## src/rtl/spi_router_pkg.sv

```systemverilog
package spi_router_pkg;
  typedef enum logic [2:0] {
    ST_PRESEL,
    ST_LCMD,
    ST_LWR,
    ST_LRD,
    ST_FWD,
    ST_SKIP
  } rt_state_e;

  localparam int          NUM_DEV    = 3;
  localparam int          NUM_REGS   = 3;
  localparam int          BYTE_W     = 8;
  localparam logic [7:0]  CODE_LOCAL = 8'h00;
  localparam logic [7:0]  CODE_DEV0  = 8'h82;
endpackage

```

## src/rtl/spi_router_decode.sv

```systemverilog
module spi_router_decode #(
  parameter int         NDEV       = 3,
  parameter logic [7:0] LOCAL_CODE = 8'h00,
  parameter logic [7:0] DEV_BASE   = 8'h82
) (
  input  logic [7:0]      code_i,
  output logic            local_hit_o,
  output logic [NDEV-1:0] dev_hit_o
);
  assign local_hit_o = (code_i == LOCAL_CODE);

  for (genvar g = 0; g < NDEV; g++) begin : g_dev
    localparam logic [7:0] MY_CODE = DEV_BASE + 8'(g);
    assign dev_hit_o[g] = (code_i == MY_CODE);
  end
endmodule

```

## src/rtl/spi_router_regs.sv

```systemverilog
module spi_router_regs #(
  parameter int NREG = 3,
  parameter int W    = 8,
  parameter int IW   = 7
) (
  input  logic          clk,
  input  logic          rst_n,
  input  logic          we_i,
  input  logic [IW-1:0] widx_i,
  input  logic [W-1:0]  wdata_i,
  input  logic [IW-1:0] ridx_i,
  output logic [W-1:0]  rdata_o,
  output logic [2:0]    clk_src_o,
  output logic [1:0]    sync_src_o,
  output logic          clkdev_rst_n_o,
  output logic          dac_rst_n_o,
  output logic [3:0]    io_dir_o,
  output logic [3:0]    fan_en_n_o
);
  logic [W-1:0] bank [NREG];

  for (genvar g = 0; g < NREG; g++) begin : g_reg
    always_ff @(posedge clk) begin
      if (!rst_n)                                 bank[g] <= '0;
      else if (we_i && (widx_i == IW'(g)))        bank[g] <= wdata_i;
    end
  end

  always_comb begin
    rdata_o = '0;
    for (int i = 0; i < NREG; i++)
      if (ridx_i == IW'(i)) rdata_o = bank[i];
  end

  assign clk_src_o      = bank[0][2:0];
  assign sync_src_o     = bank[0][4:3];
  assign clkdev_rst_n_o = ~bank[1][0];
  assign dac_rst_n_o    = ~bank[1][1];
  assign io_dir_o       = bank[2][3:0];
  assign fan_en_n_o     = ~bank[2][7:4];
endmodule

```

## src/rtl/spi_router_ctrl.sv

```systemverilog
module spi_router_ctrl
  import spi_router_pkg::*;
#(
  parameter int NDEV     = 3,
  parameter int CMD_BITS = 16,
  parameter int IW       = 7,
  localparam int CW      = $clog2(CMD_BITS + 1)
) (
  input  logic            clk,
  input  logic            rst_n,
  input  logic            host_csn_i,
  input  logic            host_sclk_i,
  input  logic            host_sdi_i,
  input  logic [7:0]      rdata_i,
  output logic            we_o,
  output logic [IW-1:0]   widx_o,
  output logic [7:0]      wdata_o,
  output logic [IW-1:0]   ridx_o,
  output logic [NDEV-1:0] sel_o,
  output logic            gate_o,
  output logic            turn_o,
  output logic            lrd_o,
  output logic            lout_o
);
  rt_state_e      st;
  logic           sclk_q, rise, fall;
  logic [7:0]     shreg, cmd, osh, nxt;
  logic [2:0]     bcnt;
  logic [CW-1:0]  fcnt;
  logic           rdflag, rd_now;
  logic           local_hit;
  logic [NDEV-1:0] dev_hit;

  assign rise   = host_sclk_i & ~sclk_q;
  assign fall   = ~host_sclk_i & sclk_q;
  assign nxt    = {shreg[6:0], host_sdi_i};
  assign rd_now = (fcnt == '0) ? host_sdi_i : rdflag;

  spi_router_decode #(
    .NDEV(NDEV), .LOCAL_CODE(CODE_LOCAL), .DEV_BASE(CODE_DEV0)
  ) u_dec (
    .code_i(nxt), .local_hit_o(local_hit), .dev_hit_o(dev_hit)
  );

  assign we_o    = (st == ST_LWR) && rise && (bcnt == 3'd7) && !host_csn_i;
  assign widx_o  = cmd[IW-1:0];
  assign wdata_o = nxt;
  assign ridx_o  = nxt[IW-1:0];
  assign lrd_o   = (st == ST_LRD);

  always_ff @(posedge clk) begin
    if (!rst_n) begin
      st <= ST_PRESEL; sclk_q <= 1'b0; shreg <= '0; cmd <= '0; osh <= '0;
      bcnt <= '0; fcnt <= '0; rdflag <= 1'b0; turn_o <= 1'b0;
      sel_o <= '0; gate_o <= 1'b0; lout_o <= 1'b0;
    end else begin
      sclk_q <= host_sclk_i;
      if (host_csn_i) begin
        st <= ST_PRESEL; bcnt <= '0; fcnt <= '0; rdflag <= 1'b0;
        turn_o <= 1'b0; sel_o <= '0; gate_o <= 1'b0;
      end else begin
        if (rise) begin
          unique case (st)
            ST_PRESEL: begin
              shreg <= nxt;
              bcnt  <= bcnt + 3'd1;
              if (bcnt == 3'd7) begin
                if (local_hit)     st <= ST_LCMD;
                else if (|dev_hit) begin st <= ST_FWD; sel_o <= dev_hit; end
                else               st <= ST_SKIP;
              end
            end
            ST_LCMD: begin
              shreg <= nxt;
              bcnt  <= bcnt + 3'd1;
              if (bcnt == 3'd7) begin
                cmd <= nxt;
                if (nxt[7]) begin st <= ST_LRD; osh <= rdata_i; end
                else        st <= ST_LWR;
              end
            end
            ST_LWR: begin
              shreg <= nxt;
              bcnt  <= bcnt + 3'd1;
              if (bcnt == 3'd7) st <= ST_SKIP;
            end
            ST_LRD: begin
              bcnt <= bcnt + 3'd1;
              if (bcnt == 3'd7) st <= ST_SKIP;
            end
            ST_FWD: begin
              if (fcnt != CW'(CMD_BITS)) fcnt <= fcnt + CW'(1);
              if (fcnt == '0) rdflag <= host_sdi_i;
              if (fcnt == CW'(CMD_BITS - 1) && rd_now) turn_o <= 1'b1;
            end
            default: ;
          endcase
        end
        if (fall && st == ST_FWD) gate_o <= 1'b1;
        if (fall && st == ST_LRD) begin
          lout_o <= osh[7];
          osh    <= {osh[6:0], 1'b0};
        end
      end
    end
  end
endmodule

```

## src/rtl/spi_presel_router.sv

```systemverilog
module spi_presel_router
  import spi_router_pkg::*;
#(
  parameter int CMD_BITS = 16
) (
  input  logic       clk,
  input  logic       rst_n,
  input  logic       host_csn_i,
  input  logic       host_sclk_i,
  input  logic       host_sdio_i,
  output logic       host_sdio_o,
  output logic       host_sdio_oe_o,
  output logic [2:0] dev_csn_o,
  output logic       dev_sclk_o,
  input  logic       dev_sdio_i,
  output logic       dev_sdio_o,
  output logic       dev_sdio_oe_o,
  output logic [2:0] clk_src_o,
  output logic [1:0] sync_src_o,
  output logic       clkdev_rst_n_o,
  output logic       dac_rst_n_o,
  output logic [3:0] io_dir_o,
  output logic [3:0] fan_en_n_o
);
  localparam int IW = BYTE_W - 1;

  logic              we, gate, turn, lrd, lout;
  logic [IW-1:0]     widx, ridx;
  logic [7:0]        wdata, rdata;
  logic [NUM_DEV-1:0] sel;

  spi_router_ctrl #(.NDEV(NUM_DEV), .CMD_BITS(CMD_BITS), .IW(IW)) u_ctrl (
    .clk(clk), .rst_n(rst_n), .host_csn_i(host_csn_i), .host_sclk_i(host_sclk_i),
    .host_sdi_i(host_sdio_i), .rdata_i(rdata), .we_o(we), .widx_o(widx),
    .wdata_o(wdata), .ridx_o(ridx), .sel_o(sel), .gate_o(gate), .turn_o(turn),
    .lrd_o(lrd), .lout_o(lout)
  );

  spi_router_regs #(.NREG(NUM_REGS), .W(BYTE_W), .IW(IW)) u_regs (
    .clk(clk), .rst_n(rst_n), .we_i(we), .widx_i(widx), .wdata_i(wdata),
    .ridx_i(ridx), .rdata_o(rdata), .clk_src_o(clk_src_o), .sync_src_o(sync_src_o),
    .clkdev_rst_n_o(clkdev_rst_n_o), .dac_rst_n_o(dac_rst_n_o),
    .io_dir_o(io_dir_o), .fan_en_n_o(fan_en_n_o)
  );

  assign dev_csn_o      = ~(sel & {NUM_DEV{~host_csn_i}});
  assign dev_sclk_o     = host_sclk_i & gate & ~host_csn_i;
  assign dev_sdio_o     = host_sdio_i;
  assign dev_sdio_oe_o  = ~host_csn_i & (|sel) & ~turn;
  assign host_sdio_o    = turn ? dev_sdio_i : lout;
  assign host_sdio_oe_o = ~host_csn_i & (turn | lrd);
endmodule

```

## config.mk

```make
export PLATFORM = sky130hd
export DESIGN_NAME = spi_presel_router
export DESIGN_NICKNAME = d
export VERILOG_FILES = /design/src/rtl/spi_router_pkg.sv /design/src/rtl/spi_router_decode.sv /design/src/rtl/spi_router_regs.sv /design/src/rtl/spi_router_ctrl.sv /design/src/rtl/spi_presel_router.sv
export SDC_FILE = /design/constraint.sdc
export NUM_CORES = 1
export LEC_CHECK = 0
export BUFFER_PORTS_ARGS = -buffer_cell sky130_fd_sc_hd__buf_2
export CAP_MARGIN = 40
export CORE_MARGIN = 2
export CORE_UTILIZATION = 59
export DETAILED_ROUTE_END_ITERATION = 7
export PLACE_DENSITY_LB_ADDON = 0.05
export SKIP_CTS_REPAIR_TIMING = 1
export SLEW_MARGIN = 15
export SYNTH_ARGS = -nofsm -noshare
export SYNTH_HDL_FRONTEND = slang
export SYNTH_SLANG_ARGS = --single-unit
```

## constraint.sdc

```tcl
create_clock -name clk -period 2.35 [get_ports clk]
set_input_delay 0.235 -clock clk [delete_from_list [all_inputs] [get_ports clk]]
set_output_delay 0.235 -clock clk [all_outputs]
set_load 0.05 [all_outputs]
```

==> results.toml, run 1 <==
[layout]
fillers = 442
antenna_cells = 0
fin_nets = 361
layout-drive-gt1-share_pct = 18.9
area_growth_syn_to_layout_pct = 10.6

[timing]
fin_tns_setup_ps = 0
finalSetupViolCount = 0
min_period_ps = 1910
hold_viol_final = 0
worstMarginPinSlew_ps = 694
rsz0062_at_grt = "no"
finalMaxSlewViolations = 0
fmax_ghz = 0.524
max_slew_margin_pct = 53.7
final.setup.worst_slack_ps = 442
skew_ps = 3.82
period_share_pct = 81.2

[placed_design]
hpwl_um = 5010
place_ws_ps = 449
gp_congestion = 0.908
port_buffers = 28

[detailed_routing]
route.detailed.drc = 0
wl_per_cell_um = 16.5
dr_total_vias = 2470
wl_um = 7060
drt-pass1-iter-count = 4
drtIter0Drc = 197
antenna_left = 0
avgViaCountPerCell = 5.78

[clocking]
clkLatencyLatePin_ps = 340
cts.clk_slew.worst_paths_ps = 70
clock-sinks = 65
h-tree-depth = 3
clockBufferDepth = 2
cts_tree = "done"
cts_root_buffer = "clkbuf_8"
cts-buffers-inserted = 9

[logic_synthesis]
synth_area_sq_um = 3300
synthFlopType = "dfxtp_1"
synth-edff-count = 24
async_reset_ff_share_pct = 0
synth_cell_type_count = 45
ys_warn_count = 0
syn_avg_cell_area_sq_um = 9.98
yosysSeqAreaShare_pct = 46.7
syn_inst = 331
ys_ff_latch = 65
syn_nets = 342

[global_routing]
gr-total-overflow = 0
grt_pass1_vias = 2322
met2_usage_pct = 39.1
antenna_found_initial = 0
grt.busiest_layer = "met2"
use_met3_pct = 4.43
grt_max_degree = 21
grt_pass1_wl_um = 11800
use_met1_pct = 34.8
grt.total_usage_pct = 25.0

[die]
design.core.area_sq_um = 5470
fp.dieH_um = 78.8
fp.dieArea_sq_um = 6210
initial_core_util_pct = 60.4
ios = 29
rows = 27
die_w_um = 78.8

[critical_path]
cp_cell_sequence = "and3b_1 > nor2_1 > nor2_1 > buf_2"
cpMostUsedCell = "nor2_1"
endpoint_kind = "primary output"
max_stage_delay_ps = 450
critical_path_class = "flop to primary output"
slowest_stage = "dfxtp_1"
critical_path.max_fanout = 10
cp.required_ps = 2120
worstPathArrival_ps = 1670
worstSetupStartpointType = "flop"

[job]
drv_cap = 0

[pwr]
peakVddDrop_mv = 0.454
p_per_area_nw_per_um2 = 666
leakagePower_nw = 1.32

[status]
run_status = "complete, no violations"

[hold_path]
hold_path_class = "input pin to flop"
-- power by group --
group          total (mW)  switching (mW)  internal [mW]
sequential           1.20          0.0167           1.19
clock                1.04           0.447          0.596
combinational       0.185           0.129         0.0562
total                2.43           0.593           1.84
-- registers in the layout, indices dropped and copies added (netlist names) --
| signal | count |
|---|---|
| u_regs.bank | 24 |
| u_ctrl.osh | 8 |
| u_ctrl.cmd | 7 |
| u_ctrl.shreg | 7 |
| u_ctrl.fcnt | 5 |
| u_ctrl.bcnt | 3 |
| u_ctrl.sel_o | 3 |
| u_ctrl.st | 3 |
| u_ctrl.gate_o | 1 |
| u_ctrl.lout_o | 1 |
| u_ctrl.rdflag | 1 |
| u_ctrl.sclk_q | 1 |
| u_ctrl.turn_o | 1 |
-- area by class of cell --
| type | count | area, sq um | share of cell area (%) |
|---|---|---|---|
| Inverter | 14 | 52.6 | 1.44 |
| Tap cell | 72 | 90.1 | 2.47 |
| Clock buffer | 9 | 124 | 3.39 |
| Multi-Input combinational cell | 220 | 1520 | 41.6 |
| Timing Repair Buffer | 40 | 230 | 6.30 |
| Clock inverter | 7 | 95.1 | 2.60 |
| Sequential cell | 65 | 1540 | 42.2 |
-- Yosys cell counts, types with 2 or more instances --
cell        n  share of area, %
mux2i_1    16               4.8
and2_1     18               3.4
xnor2_1     4               1.1
clkbuf_1   11               1.3
and3_1      8               1.5
nand3_1    11               1.7
dfxtp_1    41                25
a31oi_1     8               1.5
nor2_1     16               1.8
nand4_1     4              0.76
mux2_2      2              0.68
nor4_1      6               1.1
nor4_4      2               1.3
buf_4      10               2.3
nor3_1     10               1.5
inv_1      14               1.6
nand2_1    15               1.7
edfxtp_1   24                22
o2bb2ai_1   8               2.1
buf_2       7               1.1
ha_1        5               1.9
nor3b_1     3              0.68
o21ai_0    18               2.7
nor4b_1     3              0.80
and4bb_2    2              0.76
buf_6       4               1.4
a21boi_0    8               1.8
or4_1       2              0.45
nand2b_1    8               1.5
o31ai_1     2              0.45
a21oi_1    11               1.7
and3b_1     3              0.80
o221a_1     6               2.0
nor2b_1    10               1.9
-- stage by stage --
step                      power [mW]  util [%]  hold slack (ps)  cell area (sq um)  cells
after CTS                       2.45      66.7              224               3650    427
after floorplan                 1.37         -              357               3300    331
after global placement          1.41      62.7              447               3430    411
final                           2.43      66.7              231               3650    427
after detailed placement        1.42      62.7              463               3430    411
after global routing            2.52      66.7              248               3650    427
-- routing by layer --
| layer | vias up | wire [um] |
|---|---|---|
| li1 | 1230 | - |
| met1 | 1176 | 3370 |
| met2 | 60 | 3320 |
| met3 | 4 | 339 |
| met4 | 0 | 36 |
| met5 | - | 0 |
-- layout by cell type (no fill, tap or decap), types with 9 or more instances in the layout --
cell type | Yosys | final
nor3_1 | 10 | 10
inv_1 | 14 | 14
and2_1 | 18 | 18
clkbuf_8 | 0 | 9
a21oi_1 | 11 | 11
nand2_1 | 15 | 15
buf_2 | 7 | 28
nor2b_1 | 10 | 10
nand3_1 | 11 | 11
mux2i_1 | 16 | 16
buf_4 | 10 | 12
edfxtp_1 | 24 | 24
o21ai_0 | 18 | 18
dfxtp_1 | 41 | 41
nor2_1 | 16 | 16
-- path summary, 6_finish.rpt --
kind / from / to / slack [ps] / depth (start not counted)
setup / recovery: u_ctrl.st[0]$_SDFFE_PP0P_ / host_sdio_oe_o / 440 / 4
hold / removal: host_sclk_i / u_ctrl.sclk_q$_SDFF_PN0_ / 230 / 2
setup reg to reg: u_ctrl.bcnt[0]$_SDFFE_PP0P_ / u_regs.bank[1][3]$_SDFFCE_PN0P_ / 440 / 6
hold reg to reg: u_ctrl.osh[0]$_SDFFE_PN0P_ / u_ctrl.osh[0]$_SDFFE_PN0P_ / 480 / 2
-- cell families (layout without fill, tap and decap cells) --
group | count (synthesis) | count (layout) | share of synthesized area, %
and+or+nand+nor | 128 | 128 | 23.8
AOI/OAI and AO/OA | 65 | 65 | 13.5
DFF | 65 | 65 | 46.7
buffers and inverters | 46 | 70 | 7.54
muxes | 18 | 18 | 5.53
adders and majority gates | 5 | 5 | 1.89
xor gates and xnor gates | 4 | 4 | 1.06
-- worst max-delay path: cells and delay by family (launching register included) --
kind	cells	cell delay, ps
AND/OR/NAND/NOR	3	620
flip-flops	1	450
buffers and inverters	1	270
No activity file was read; power rests on OpenSTA's default activity.
==> run 2, diff against run 1 <==
==> constraint.sdc (replaced) <==
create_clock -name clk -period 1.95 [get_ports clk]
set_input_delay 0.195 -clock clk [delete_from_list [all_inputs] [get_ports clk]]
set_output_delay 0.195 -clock clk [all_outputs]
set_load 0.05 [all_outputs]
==> run 2 against run 1 <==
Net effect: clock skew increased by 5.7 ps; flip-flop and latch count did not move; sequential share of layout area fell by 0.51 points; final cell count rose by 2.3%; first-iteration DRC count decreased by 22%; hold slack got worse by 43 ps; routed wire length up 2.3%; critical endpoint is now u_ctrl.sel_o[1]$_SDFFE_PP0P_; largest cell class unchanged.
==> results.toml, run 2 (synthesis results as in run 1) <==
[placed_design]
place_ws_ps = 120
dp_cells = 419
place_area_sq_um = 3500
port_buffers = 28
hpwl_um = 5070
gp_congestion = 0.828

[layout]
regMostFlops = "u_regs.bank"
fillers = 456
stdcell_area_sq_um = 3700
stdcell_count = 437
fin_nets = 371
layout-drive-gt1-share_pct = 21.6
final_cell_mix = "dfxtp_1 (41), buf_2 (28), edfxtp_1 (24)"
multiInputGateArea_sq_um = 1530
layout_commonest_cell = "dfxtp_1"
largest_register_ffs = 24
ff_latch_area_sq_um = 1540
area_growth_syn_to_layout_pct = 11.9
antenna_cells = 0
reg_top3 = "u_regs.bank: 24 flops, u_ctrl.osh: 8 flops"

[pwr]
leakagePower_nw = 1.36
peakVddDrop_mv = 0.497
p_per_area_nw_per_um2 = 737

[die]
ios = 29
fp.dieArea_sq_um = 6210
rows = 27
design.core.area_sq_um = 5470
initial_core_util_pct = 60.4
fp.dieH_um = 78.8
die_w_um = 78.8

[global_routing]
grt_pass1_wl_um = 11800
grt_pass1_vias = 2394
antenna_found_initial = 0
grt.total_usage_pct = 25.1
gr-total-overflow = 0
grt_max_degree = 21

[critical_path]
worstPathArrival_ps = 2120
crit_family = "simple AND/OR/NAND/NOR gates"
critical_path_class = "flop to flop"
critical_path.max_fanout = 5
worstSetupStartpointType = "flop"
max_stage_delay_ps = 530
slowest_stage = "or4_1"
cp_cell_sequence = "ha_1 > ha_1 > and4bb_2 > nand3_1 > or4_1 > a21oi_1"
cpMostUsedCell = "ha_1"
endpoint_kind = "flop"
critical_path.n_buffers_inverters = 0
cp.required_ps = 2220

[timing]
final.setup.worst_slack_ps = 109
min_period_ps = 1840
finalSetupViolCount = 0
fmax_ghz = 0.543
skew_ps = 9.51
period_share_pct = 94.4
fin_tns_setup_ps = 0
hold_ws_ps = 187
hold_viol_final = 0
finalMaxSlewViolations = 0
max_slew_margin_pct = 58.8
rsz0062_at_grt = "yes"
worstMarginPinSlew_ps = 617

[detailed_routing]
avgViaCountPerCell = 5.74
antenna_left = 0
wl_um = 7220
wl_per_cell_um = 16.5
route.detailed.drc = 0
drt-pass1-iter-count = 4
dr_total_vias = 2507
drtIter0Drc = 154

[status]
run_status = "complete, no violations"

[hold_path]
hold_path_class = "input pin to flop"

[clocking]
cts.clk_slew.worst_paths_ps = 70
clockBufferDepth = 2
cts_tree = "done"
h-tree-depth = 3
clock-sinks = 65
cts-buffers-inserted = 9
clkLatencyLatePin_ps = 350
cts_root_buffer = "clkbuf_8"

[job]
drv_cap = 0
[run 2: cell count changes in the layout (fill, tap and decap cells not counted), moves of 2 or more]
cell	previous run	this run
buf_4	12	22
bufinv_16	2	0
clkbuf_1	0	2
clkbuf_8	9	11
clkinv_4	2	0
[run 2: cell type report]
cell class                 instances  share of cell area, %
clock inverter                     3                  0.406
timing repair buffer              50                   8.26
clock buffer                      13                   4.30
multi-input combinational        220                   41.5
inverter                          14                   1.42
tap                               72                   2.44
sequential                        65                   41.7
[run 2: power by group]
| part | internal, mW | total [mW] | switching [mW] | leakage [nW] |
|---|---|---|---|---|
| clock | 0.525 | 1.04 | 0.518 | 0.0932 |
| sequential | 1.43 | 1.45 | 0.0177 | 0.558 |
| combinational | 0.0702 | 0.230 | 0.160 | 0.707 |
| total | 2.03 | 2.72 | 0.695 | 1.36 |
[run 2: final timing paths]
path / startpoint / end / slack [ps] / depth (start not counted)
worst max-delay path: u_ctrl.bcnt[0]$_SDFFE_PP0P_ / u_ctrl.sel_o[1]$_SDFFE_PP0P_ / 110 / 6
worst min-delay path: host_sclk_i / u_ctrl.sclk_q$_SDFF_PN0_ / 190 / 2
worst max register to register: u_ctrl.bcnt[0]$_SDFFE_PP0P_ / u_ctrl.sel_o[1]$_SDFFE_PP0P_ / 110 / 6
worst min register to register: u_ctrl.gate_o$_SDFFE_PP0P_ / u_ctrl.gate_o$_SDFFE_PP0P_ / 470 / 2
[run 2: worst reg2reg max path, stage by stage (launching register included)]
cell,delay (ps)
dfxtp_1,350
ha_1,160
ha_1,180
and4bb_2,290
nand3_1,100
or4_1,530
a21oi_1,160
[run 2: per-layer routing]
layer | share of wire (%) | global-route usage [%] | up-vias
met1 | 48 | 35.0 | 1190
met5 | 0 | 0 | -
met3 | 4.9 | 5.68 | 14
met4 | 2.1 | 10.9 | 0
met2 | 45 | 37.7 | 57
li1 | - | - | 1246
[run 2: stage by stage]
stage,utilization [%],total power [mW]
finish,67.6,2.72
global route,67.6,2.82
CTS,67.1,2.74
detailed placement,63.9,1.71
global placement,63.9,1.71
floorplan,-,1.65
